===== src/rtl/seq_pkg.sv =====
package seq_pkg;
  localparam int IW     = 16;
  localparam int MODE_W = 3;
  localparam int REG_W  = 3;
  localparam int CLS_W  = 3;
  localparam int POS_W  = 3;
  localparam int DREG_LO = 0;
  localparam int DMOD_LO = DREG_LO + REG_W;
  localparam int SREG_LO = DMOD_LO + MODE_W;
  localparam int SMOD_LO = SREG_LO + REG_W;
  localparam int CLS_LO  = SMOD_LO + MODE_W;
  localparam int BYTE_B  = CLS_LO + CLS_W;

  localparam logic [CLS_W-1:0] CLS_ONE  = 3'b000;
  localparam logic [CLS_W-1:0] CLS_NONE = 3'b111;
  localparam logic [CLS_W-1:0] CLS_CMP  = 3'b010;

  typedef enum logic [2:0] {
    PH_FETCH = 3'd0, PH_SRC = 3'd1, PH_DST = 3'd2, PH_EXE = 3'd3, PH_SVC = 3'd4
  } major_e;

  typedef enum logic [3:0] {
    ST_IRD   = 4'd0,  ST_DEC  = 4'd1,  ST_ADDR = 4'd2,  ST_STEP = 4'd3,
    ST_IDX   = 4'd4,  ST_SUM  = 4'd5,  ST_IND  = 4'd6,  ST_OPR  = 4'd7,
    ST_ALU   = 4'd8,  ST_WR   = 4'd9,  ST_VEC  = 4'd10, ST_LDPC = 4'd11
  } minor_e;

  typedef enum logic [1:0] {
    CY_RD = 2'd0, CY_RDP = 2'd1, CY_WRA = 2'd2
  } cyc_e;

  function automatic logic is_bus(minor_e s);
    return (s == ST_IRD) || (s == ST_IDX) || (s == ST_IND) ||
           (s == ST_OPR) || (s == ST_WR)  || (s == ST_VEC);
  endfunction
endpackage


===== src/rtl/seq_decode.sv =====
module seq_decode
  import seq_pkg::*;
(
  input  logic [IW-1:0]     ir_i,
  output logic [MODE_W-1:0] src_mode_o,
  output logic [MODE_W-1:0] dst_mode_o,
  output logic [REG_W-1:0]  src_reg_o,
  output logic [REG_W-1:0]  dst_reg_o,
  output logic              byte_o,
  output logic              use_src_o,
  output logic              use_dst_o,
  output logic              wb_mem_o
);
  logic [CLS_W-1:0] cls;
  logic             two_op;

  always_comb begin
    cls        = ir_i[CLS_LO +: CLS_W];
    src_mode_o = ir_i[SMOD_LO +: MODE_W];
    dst_mode_o = ir_i[DMOD_LO +: MODE_W];
    src_reg_o  = ir_i[SREG_LO +: REG_W];
    dst_reg_o  = ir_i[DREG_LO +: REG_W];
    byte_o     = ir_i[BYTE_B];
    two_op     = (cls != CLS_ONE) && (cls != CLS_NONE);
    use_src_o  = two_op && (src_mode_o != '0);
    use_dst_o  = (cls != CLS_NONE) && (dst_mode_o != '0);
    wb_mem_o   = use_dst_o && (cls != CLS_CMP);
  end
endmodule


===== src/rtl/seq_opnd.sv =====
module seq_opnd
  import seq_pkg::*;
(
  input  logic [MODE_W-1:0] mode_i,
  input  logic [POS_W-1:0]  pos_i,
  output minor_e            step_o,
  output logic              last_o
);
  always_comb begin
    step_o = ST_OPR;
    unique case (mode_i)
      3'd1: step_o = (pos_i == 0) ? ST_ADDR : ST_OPR;
      3'd2: step_o = (pos_i == 0) ? ST_ADDR :
                     (pos_i == 1) ? ST_STEP : ST_OPR;
      3'd3: step_o = (pos_i == 0) ? ST_ADDR :
                     (pos_i == 1) ? ST_STEP :
                     (pos_i == 2) ? ST_IND  : ST_OPR;
      3'd4: step_o = (pos_i == 0) ? ST_STEP :
                     (pos_i == 1) ? ST_ADDR : ST_OPR;
      3'd5: step_o = (pos_i == 0) ? ST_STEP :
                     (pos_i == 1) ? ST_ADDR :
                     (pos_i == 2) ? ST_IND  : ST_OPR;
      3'd6: step_o = (pos_i == 0) ? ST_IDX  :
                     (pos_i == 1) ? ST_SUM  : ST_OPR;
      3'd7: step_o = (pos_i == 0) ? ST_IDX  :
                     (pos_i == 1) ? ST_SUM  :
                     (pos_i == 2) ? ST_IND  : ST_OPR;
      default: step_o = ST_OPR;
    endcase
    last_o = (step_o == ST_OPR);
  end
endmodule


===== src/rtl/seq_fsm.sv =====
module seq_fsm
  import seq_pkg::*;
(
  input  logic             clk_i,
  input  logic             rst_ni,
  input  logic             bus_done_i,
  input  logic             svc_req_i,
  input  logic [IW-1:0]    ir_i,
  input  logic             use_src_i,
  input  logic             use_dst_i,
  input  logic             wb_mem_i,
  input  minor_e           src_step_i,
  input  logic             src_last_i,
  input  minor_e           dst_step_i,
  input  logic             dst_last_i,
  output major_e           major_o,
  output minor_e           minor_o,
  output logic [POS_W-1:0] pos_o,
  output logic [IW-1:0]    ir_q_o,
  output logic             bus_req_o,
  output cyc_e             cyc_o,
  output logic             ld_ir_o,
  output logic             retire_o
);
  major_e           major_q, major_d;
  logic [POS_W-1:0] pos_q, pos_d;
  logic [IW-1:0]    ir_q;
  logic             adv;

  always_comb begin
    major_d  = major_q;
    pos_d    = pos_q;
    minor_o  = ST_IRD;
    cyc_o    = CY_RD;
    ld_ir_o  = 1'b0;
    retire_o = 1'b0;
    unique case (major_q)
      PH_FETCH: minor_o = (pos_q == 0) ? ST_IRD : ST_DEC;
      PH_SRC:   minor_o = src_step_i;
      PH_DST:   minor_o = dst_step_i;
      PH_EXE:   minor_o = (pos_q == 0) ? ST_ALU : ST_WR;
      PH_SVC:   minor_o = (pos_q == 0) ? ST_VEC : ST_LDPC;
      default:  minor_o = ST_IRD;
    endcase
    bus_req_o = is_bus(minor_o);
    adv       = !bus_req_o || bus_done_i;
    if (minor_o == ST_WR) cyc_o = CY_WRA;
    else if (minor_o == ST_OPR && major_q == PH_DST && wb_mem_i) cyc_o = CY_RDP;
    if (adv) begin
      unique case (major_q)
        PH_FETCH: begin
          if (pos_q == 0) begin
            ld_ir_o = 1'b1;
            pos_d   = 1;
          end else begin
            pos_d   = '0;
            major_d = use_src_i ? PH_SRC : use_dst_i ? PH_DST : PH_EXE;
          end
        end
        PH_SRC: begin
          if (src_last_i) begin
            pos_d   = '0;
            major_d = use_dst_i ? PH_DST : PH_EXE;
          end else pos_d = pos_q + 1'b1;
        end
        PH_DST: begin
          if (dst_last_i) begin
            pos_d   = '0;
            major_d = PH_EXE;
          end else pos_d = pos_q + 1'b1;
        end
        PH_EXE: begin
          if (pos_q == 0 && wb_mem_i) pos_d = 1;
          else begin
            retire_o = 1'b1;
            pos_d    = '0;
            major_d  = svc_req_i ? PH_SVC : PH_FETCH;
          end
        end
        PH_SVC: begin
          if (pos_q == 0) pos_d = 1;
          else begin
            pos_d   = '0;
            major_d = PH_FETCH;
          end
        end
        default: begin
          pos_d   = '0;
          major_d = PH_FETCH;
        end
      endcase
    end
    if (!adv || !bus_req_o) cyc_o = bus_req_o ? cyc_o : CY_RD;
  end

  always_ff @(posedge clk_i or negedge rst_ni) begin
    if (!rst_ni) begin
      major_q <= PH_FETCH;
      pos_q   <= '0;
      ir_q    <= '0;
    end else begin
      major_q <= major_d;
      pos_q   <= pos_d;
      if (ld_ir_o) ir_q <= ir_i;
    end
  end

  assign major_o = major_q;
  assign pos_o   = pos_q;
  assign ir_q_o  = ir_q;
endmodule


===== src/rtl/major_seq.sv =====
module major_seq
  import seq_pkg::*;
(
  input  logic              clk_i,
  input  logic              rst_ni,
  input  logic              bus_done_i,
  input  logic              svc_req_i,
  input  logic [IW-1:0]     ir_i,
  output logic [2:0]        major_o,
  output logic [3:0]        minor_o,
  output logic              bus_req_o,
  output logic [1:0]        bus_cyc_o,
  output logic [REG_W-1:0]  reg_sel_o,
  output logic              byte_o,
  output logic              ld_ir_o,
  output logic              retire_o
);
  localparam int NOPND = 2;

  logic [IW-1:0]     ir_q;
  logic [MODE_W-1:0] src_mode, dst_mode;
  logic [REG_W-1:0]  src_reg, dst_reg;
  logic              use_src, use_dst, wb_mem;
  logic [POS_W-1:0]  pos;
  major_e            major;
  minor_e            minor;
  cyc_e              cyc;
  logic [MODE_W-1:0] op_mode [NOPND];
  minor_e            op_step [NOPND];
  logic              op_last [NOPND];

  seq_decode i_dec (
    .ir_i       (ir_q),
    .src_mode_o (src_mode),
    .dst_mode_o (dst_mode),
    .src_reg_o  (src_reg),
    .dst_reg_o  (dst_reg),
    .byte_o     (byte_o),
    .use_src_o  (use_src),
    .use_dst_o  (use_dst),
    .wb_mem_o   (wb_mem)
  );

  assign op_mode[0] = src_mode;
  assign op_mode[1] = dst_mode;

  for (genvar g = 0; g < NOPND; g++) begin : g_opnd
    seq_opnd i_opnd (
      .mode_i (op_mode[g]),
      .pos_i  (pos),
      .step_o (op_step[g]),
      .last_o (op_last[g])
    );
  end

  seq_fsm i_fsm (
    .clk_i      (clk_i),
    .rst_ni     (rst_ni),
    .bus_done_i (bus_done_i),
    .svc_req_i  (svc_req_i),
    .ir_i       (ir_i),
    .use_src_i  (use_src),
    .use_dst_i  (use_dst),
    .wb_mem_i   (wb_mem),
    .src_step_i (op_step[0]),
    .src_last_i (op_last[0]),
    .dst_step_i (op_step[1]),
    .dst_last_i (op_last[1]),
    .major_o    (major),
    .minor_o    (minor),
    .pos_o      (pos),
    .ir_q_o     (ir_q),
    .bus_req_o  (bus_req_o),
    .cyc_o      (cyc),
    .ld_ir_o    (ld_ir_o),
    .retire_o   (retire_o)
  );

  assign major_o   = major;
  assign minor_o   = minor;
  assign bus_cyc_o = cyc;
  assign reg_sel_o = (major == PH_SRC) ? src_reg : dst_reg;
endmodule


===== config.mk =====
export PLATFORM = sky130hd
export DESIGN_NAME = major_seq
export DESIGN_NICKNAME = d
export VERILOG_FILES = /design/src/rtl/seq_pkg.sv /design/src/rtl/seq_decode.sv /design/src/rtl/seq_opnd.sv /design/src/rtl/seq_fsm.sv /design/src/rtl/major_seq.sv
export SDC_FILE = /design/constraint.sdc
export NUM_CORES = 1
export LEC_CHECK = 0
export ABC_AREA = 1
export BUFFER_PORTS_ARGS = -buffer_cell sky130_fd_sc_hd__buf_4
export CAP_MARGIN = 20
export CORE_MARGIN = 8
export CORE_UTILIZATION = 25
export CTS_BUF_LIST = sky130_fd_sc_hd__clkbuf_2
export DETAILED_ROUTE_END_ITERATION = 10
export HOLD_SLACK_MARGIN = 0.02
export PLACE_DENSITY_LB_ADDON = 0.05
export RECOVER_POWER = 25
export SKIP_CTS_REPAIR_TIMING = 1
export SYNTH_ARGS = -nofsm -noshare
export SYNTH_HDL_FRONTEND = slang
export SYNTH_SLANG_ARGS = --single-unit

===== constraint.sdc =====
create_clock -name clk_i -period 2.7 [get_ports clk_i]
set_clock_uncertainty 0.1 [all_clocks]
set_input_delay 0.54 -clock clk_i [delete_from_list [all_inputs] [get_ports clk_i]]
set_output_delay 0.54 -clock clk_i [all_outputs]
set_load 0.03 [all_outputs]

# [Word-level counts from Yosys, hierarchy flattened]
# Cells that the tools add are included.
[op_classes] n_addsub=1 n_mul=0 n_div=0 order_cmp=0 eq_ne=34 shifts=0 muxes=45 bitwise_logic=0 n_reduce_logical=24
[ops] op="$pmux 4 s7" count=2
[ops] op="$mux 3" count=13
[ops] op="$mux 4" count=9
[ops] op="$eq 3x3->1 const B" count=9
[ops] op="$eq 3x2->1 const B" count=7
[ops] op="$eq 4x3->1 const B" count=5
[ops] op="$pmux 4 s5" count=1
[ops] op="$pmux 3 s5" count=1
[ops] op="$mux 1" count=14
[ops] op="$eq 3x1->1 const B" count=4
[ops] op="$pmux 3 s4" count=1
[ops] op="$reduce_bool 3->1" count=3
[ops] op="$eq 4x4->1 const B" count=2
[ops] op="$mux 2" count=4
[ops] op="$ne 2x2->1 const B" count=4
[ops] op="$logic_and 1x1->1" count=7
[ops] op="$logic_or 1x1->1" count=7
[ops] op="$logic_not 3->1" count=2
[ops] op="$reduce_and 6->1" count=1
[ops] op="$logic_not 4->1" count=1
[ops] op="$add 3x1->3 const B" count=1
[ops] op="$ne 3x2->1 const B" count=1
[ops] op="$ne 3x3->1 const B" count=1
[ops] op="$logic_not 1->1" count=2
[ops] op="2 further kinds" count=2
[totals] regBits=22 latch_bits=0 mem_bits_rw=0 romBits=0 inputBits=20 out_inout_bits=16 elab_cells=107 memories=0

# [Logic depth before layout (Yosys ltp)]
[depth] depth_word=17 ltp_mapped=18 mapped_depth_nobuf=17

# [Modules after synthesis]
# From an unflattened synthesis, not the netlist that was laid out.
[hier_totals] hier_cells=268 hier_area_um2=1761.7
[by_module_without_submodules] module="seq_fsm" instances=1 cells_per_inst=169 area_each_um2=1271.2 seq_area_each_um2=550.5
[by_module_without_submodules] module="seq_opnd" instances=2 cells_per_inst=30 area_each_um2=137.6 seq_area_each_um2=0.0
[by_module_without_submodules] module="seq_decode" instances=1 cells_per_inst=27 area_each_um2=156.4 seq_area_each_um2=0.0
[by_module_without_submodules] module="major_seq" instances=1 cells_per_inst=12 area_each_um2=58.8 seq_area_each_um2=0.0

# [Least setup slack after synthesis]
# No wires, ideal clock.
[synth_timing] path_kind="register -> output" startpoint="register i_fsm.pos_q[1] (netlist: i_fsm.pos_o[1])" endpoint="output port retire_o" arrival_time_ns=2.375 required_ns=2.060 slack_ns=-0.315 stages_incl_launch_ff=15 path_buffers=0 cell_sequence="dfrtp_1 -> inv_1 -> ha_1 -> inv_1 -> nor2_4 -> nand2_1 -> nand2_1 -> nand3_1 -> nand2_1 -> nand2_1 -> o21bai_1 -> inv_1 -> nand2_2 -> a21oi_1 -> nor3_1"
[synth_between] elab_cells_between_ends=40 classes_between="eq/ne (7); mux (23); reduce/logical (10)"
[synth_lines] item="start, declared" line="seq_fsm.sv:26" text="logic [POS_W-1:0] pos_q, pos_d;"
[synth_lines] item="start signal, assigned" line="seq_fsm.sv:103" text="pos_q <= pos_d;"
[synth_lines] item="$eq 3x1->1"
[synth_lines] item="$mux 4 (tied with other cells)" line="seq_opnd.sv:21" text="(pos_i == 1) ? ST_ADDR :"
[synth_lines] item="$mux 4 (on tied branches)"
[synth_lines] item="$pmux 4 s7" line="seq_opnd.sv:11" text="unique case (mode_i)"
[synth_lines] item="$pmux 4 s5 (*)" line="seq_fsm.sv:37" text="unique case (major_q)"
[synth_lines] item="via minor_o[2]" line="major_seq.sv:10" text="output logic [3:0] minor_o,"
[synth_lines] item="$eq 4x3->1 or $logic_not 4->1 (tied branches)" line="seq_pkg.sv:33" text="return (s == ST_IRD) || (s == ST_IDX) || (s == ST_IND) ||"
[synth_lines] item="$logic_or 1x1->1 (3 in a row)" line="seq_pkg.sv:33"
[synth_lines] item="$logic_or 1x1->1" line="seq_pkg.sv:34" text="(s == ST_OPR) || (s == ST_WR) || (s == ST_VEC);"
[synth_lines] item="$logic_or 1x1->1 (*)" line="seq_pkg.sv:34"
[synth_lines] item="$logic_not 1->1 (*)" line="seq_fsm.sv:46" text="adv = !bus_req_o || bus_done_i;"
[synth_lines] item="$logic_or 1x1->1 (*)" line="seq_fsm.sv:46"
[synth_lines] item="$mux 1 (*)" line="seq_fsm.sv:49" text="if (adv) begin"
[synth_lines] item="end, declared" line="major_seq.sv:16" text="output logic retire_o"
# Mark *: on every way through the listed nets, which the timed path passes. The rest lies on a longest branch.

# [Worst setup path in the final report]
[layout_timing] startpoint="register i_fsm.pos_q[0] (netlist: i_fsm.pos_o[0])" endpoint="output port ld_ir_o"
[layout_between] elab_chain_len=15 elab_cells_between_ends=39 classes_between="eq/ne (7); mux (23); reduce/logical (9)"
[layout_lines] item="$eq 3x2->1" line="seq_opnd.sv:17, seq_opnd.sv:22, seq_opnd.sv:27"
[layout_lines] item="$mux 1" line="seq_opnd.sv:17, seq_opnd.sv:22, seq_opnd.sv:27"
[layout_lines] item="$mux 4 (on tied branches)" line="seq_opnd.sv:26, seq_opnd.sv:16, seq_opnd.sv:21"
[layout_lines] item="$mux 4 (on tied branches)" line="seq_opnd.sv:25, seq_opnd.sv:15, seq_opnd.sv:20"
[layout_lines] item="$pmux 4 s7" line="seq_opnd.sv:11"
[layout_lines] item="$pmux 4 s5" line="seq_fsm.sv:37"
[layout_lines] item="$eq 4x3->1 or $logic_not 4->1 (tied branches)" line="seq_pkg.sv:33"
[layout_lines] item="$logic_or 1x1->1 (3 in a row)" line="seq_pkg.sv:33"
[layout_lines] item="$logic_or 1x1->1 (2 in a row)" line="seq_pkg.sv:34"
[layout_lines] item="$logic_not 1->1" line="seq_fsm.sv:46"
[layout_lines] item="$logic_or 1x1->1" line="seq_fsm.sv:46"
[layout_lines] item="$mux 1 (*)" line="seq_fsm.sv:49"
[layout_lines] item="end, declared" line="major_seq.sv:15" text="output logic ld_ir_o,"
# Mark *: on every way between the ends. The rest lies on a longest branch, timed or not.

==> run metrics <==
depth of the CTS H-tree 1; maximum clock frequency 329.6 MHz; Final Hold Fails 0; GR Overflow Total 0; Syn Inst Count 230; Fillers 663; Die Wd 94.08 µm; Multi-input gate area 899.6 µm²; share of layout cells above drive strength 1 28.06%; cell taking the most area after synthesis dfrtp_1; vias in the first global route 1,545; total buffers and inverters traversed by the critical path 4; Yosys top cell area share 36.12%; initial core utilization 25.74%; Iter 0 DRT Violations 49; first-pass iteration count of the detailed router 4; core area 5921 µm²; Die Ht 94.08 µm; final setup violating endpoints 5; post-route clock period utilization 112.4%; Crit path largest cell delay 460 ps; Synth Net Count 254; post-synthesis cell area 1524 µm²; largest family of logic cells by synthesized area simple AND/OR/NAND/NOR gates; Nets 303; CP Cell Sequence inv_2 -> ha_4 -> inv_4 -> nor2_4 -> nand2_2 -> nand2_4 -> nand2_2 -> o21bai_1 -> nand3_2 -> nand2_2 -> nand2_2 -> nand2_4 -> nand2_4 -> nand2_4 -> clkinvlp_4 -> buf_6; initial antenna violation count 0; Synth Area in Compound Gates 7.225%; clock sinks 22; clk_lat worst skew 340 ps; Yosys warning count 0; mux contribution to synthesized area 0%; post-placement cell area 1937 µm²; FP Rows 28; Area growth syn-to-layout 34.15%; max-slew violations 0; critical path's top delay family simple AND/OR/NAND/NOR gates; HPWL Detailed 3556 µm; Post-Layout Inst Area 2044 µm²; Setup crit end kind primary output; adder-cell share of the synthesized area 3.284%; critical path's slowest cell dfrtp_1; Worst EP arrival 2390 ps; pre-CTS WS 63.49 ps; Slew @ Worst Pin 1264 ps; Vias 1,558; global-route wire length before repair 7721 µm; DRC 0; CP Max Fanout 6; top_reg_cell synth dfrtp_1; Required @ worst endpoint 2060 ps; Post-synth EDFFs 0; startpoint types flip-flop; DRT antenna net count 0; Worst-path clk slew 230 ps; largest net degree at the start of global routing 27; Commonest cells post-synth nand2_1, nand3_1, dfrtp_1, inv_1, nor2_1; Total Wirelength 4557 µm; most instantiated library cell after synthesis nand2_1; total global-route track usage 10.94%; Synth Area in XOR/XNOR 0.5747%; top cells by area, synth dfrtp_1, nand2_1, nand3_1; post-layout min period 3034 ps; final worst slack -333.7 ps; Mapped Avg Cell Area 6.626 µm²; #FFs+latches synth 22; Max-Cap Viols 0; wire length per cell 12.91 µm; failing checks setup timing; Synth async-reset ratio 100.0%; HP Class in2reg; worst setup path class reg2out; Reg area 550.5 µm²; CTS tree built; Rel. slew slack 15.71%; RSZ-0062 raised after global routing true; maximum buffer depth of the clock tree 2; CTS Buf Count 3; sequential cell area fraction in the yosys report 36.12%; drt via density 4.414; port bufs 35; CTS Root Cell clkbuf_2; post-synth cell types 28; RePlAce Congestion 0.7915; simple-gate share of the synthesized area 44.17%; die footprint 8850 µm²; status finished with violations; I/O pins 36; number of diodes 0
-- flip-flops by register name (all words and copies together), names as in the netlist --
| signal | flops |
|---|---|
| i_fsm.pos_o | 3 |
| i_fsm.ir_q_o | 16 |
| i_fsm.major_o | 3 |
-- routing by layer --
layer  global-route usage (%)  up-vias  share of wire [%]
li1                         -      824                  -
met1                    14.57      705                 50
met2                    16.92       27                 44
met3                    2.718        2                5.3
met4                    3.170        0               0.64
met5                        0        -                  0
-- tightest hold or removal path, delay by kind of cell --
kind                   cells  cell delay, ps
and+or+nand+nor            2             120
buffers and inverters      1              70
-- area by class of cell --
type	instances	area share, %
sequential	22	26.93
clock inverter	1	0.1836
timing repair buffer	48	18.30
clock buffer	3	0.7344
tap	75	4.590
inverter	27	5.263
multi-input combinational	177	44.00
-- layout by cell type, fill, tap and decap left out, types with 2 or more instances in the layout --
cell type,instances
nand2_1,81
buf_4,42
nand3_1,26
dfrtp_1,22
nor2_1,21
inv_1,18
nand2_2,8
o21ai_0,7
inv_2,6
o21ai_1,4
nand2_4,4
buf_6,4
nand3_2,3
nand4_1,3
a21oi_1,3
ha_1,3
clkbuf_2,3
o21bai_1,2
clkinv_1,2
nor3_1,2
-- cell families after synthesis --
group,count (synthesis)
compound gates,19
simple gates,153
xor+xnor,1
buf+inv,31
fa+ha+maj,4
flops,22
-- final timing paths --
kind	from	to	slack, ps	cells past startpoint
max	i_fsm.pos_o[0]	ld_ir_o	-330	16
min	ir_i[1]	i_fsm.ir_q_o[1]	300	3
max reg2reg	i_fsm.pos_o[0]	i_fsm.major_o[1]	230	18
min reg2reg	i_fsm.ir_q_o[2]	i_fsm.ir_q_o[2]	410	2
max in group asynchronous	rst_ni	i_fsm.ir_q_o[3]	920	2
min in group asynchronous	rst_ni	i_fsm.pos_o[0]	850	2
-- stage by stage --
stage | utilization, % | instances | hold slack (ps) | TNS, ps
4_1_cts | 33.03 | 347 | -79.78 | -1036
3_3_place_gp | 32.71 | 343 | 358.9 | 0
5_1_grt | 34.53 | 353 | 257.0 | -2399
3_5_place_dp | 32.71 | 343 | 363.3 | 0
2_1_floorplan | - | 230 | 144.4 | -103.6
6_report | 34.53 | 353 | 299.4 | -914.1
Power is not shown: default switching activity piles up to over one toggle a cycle in this logic, so the estimate is an artifact.
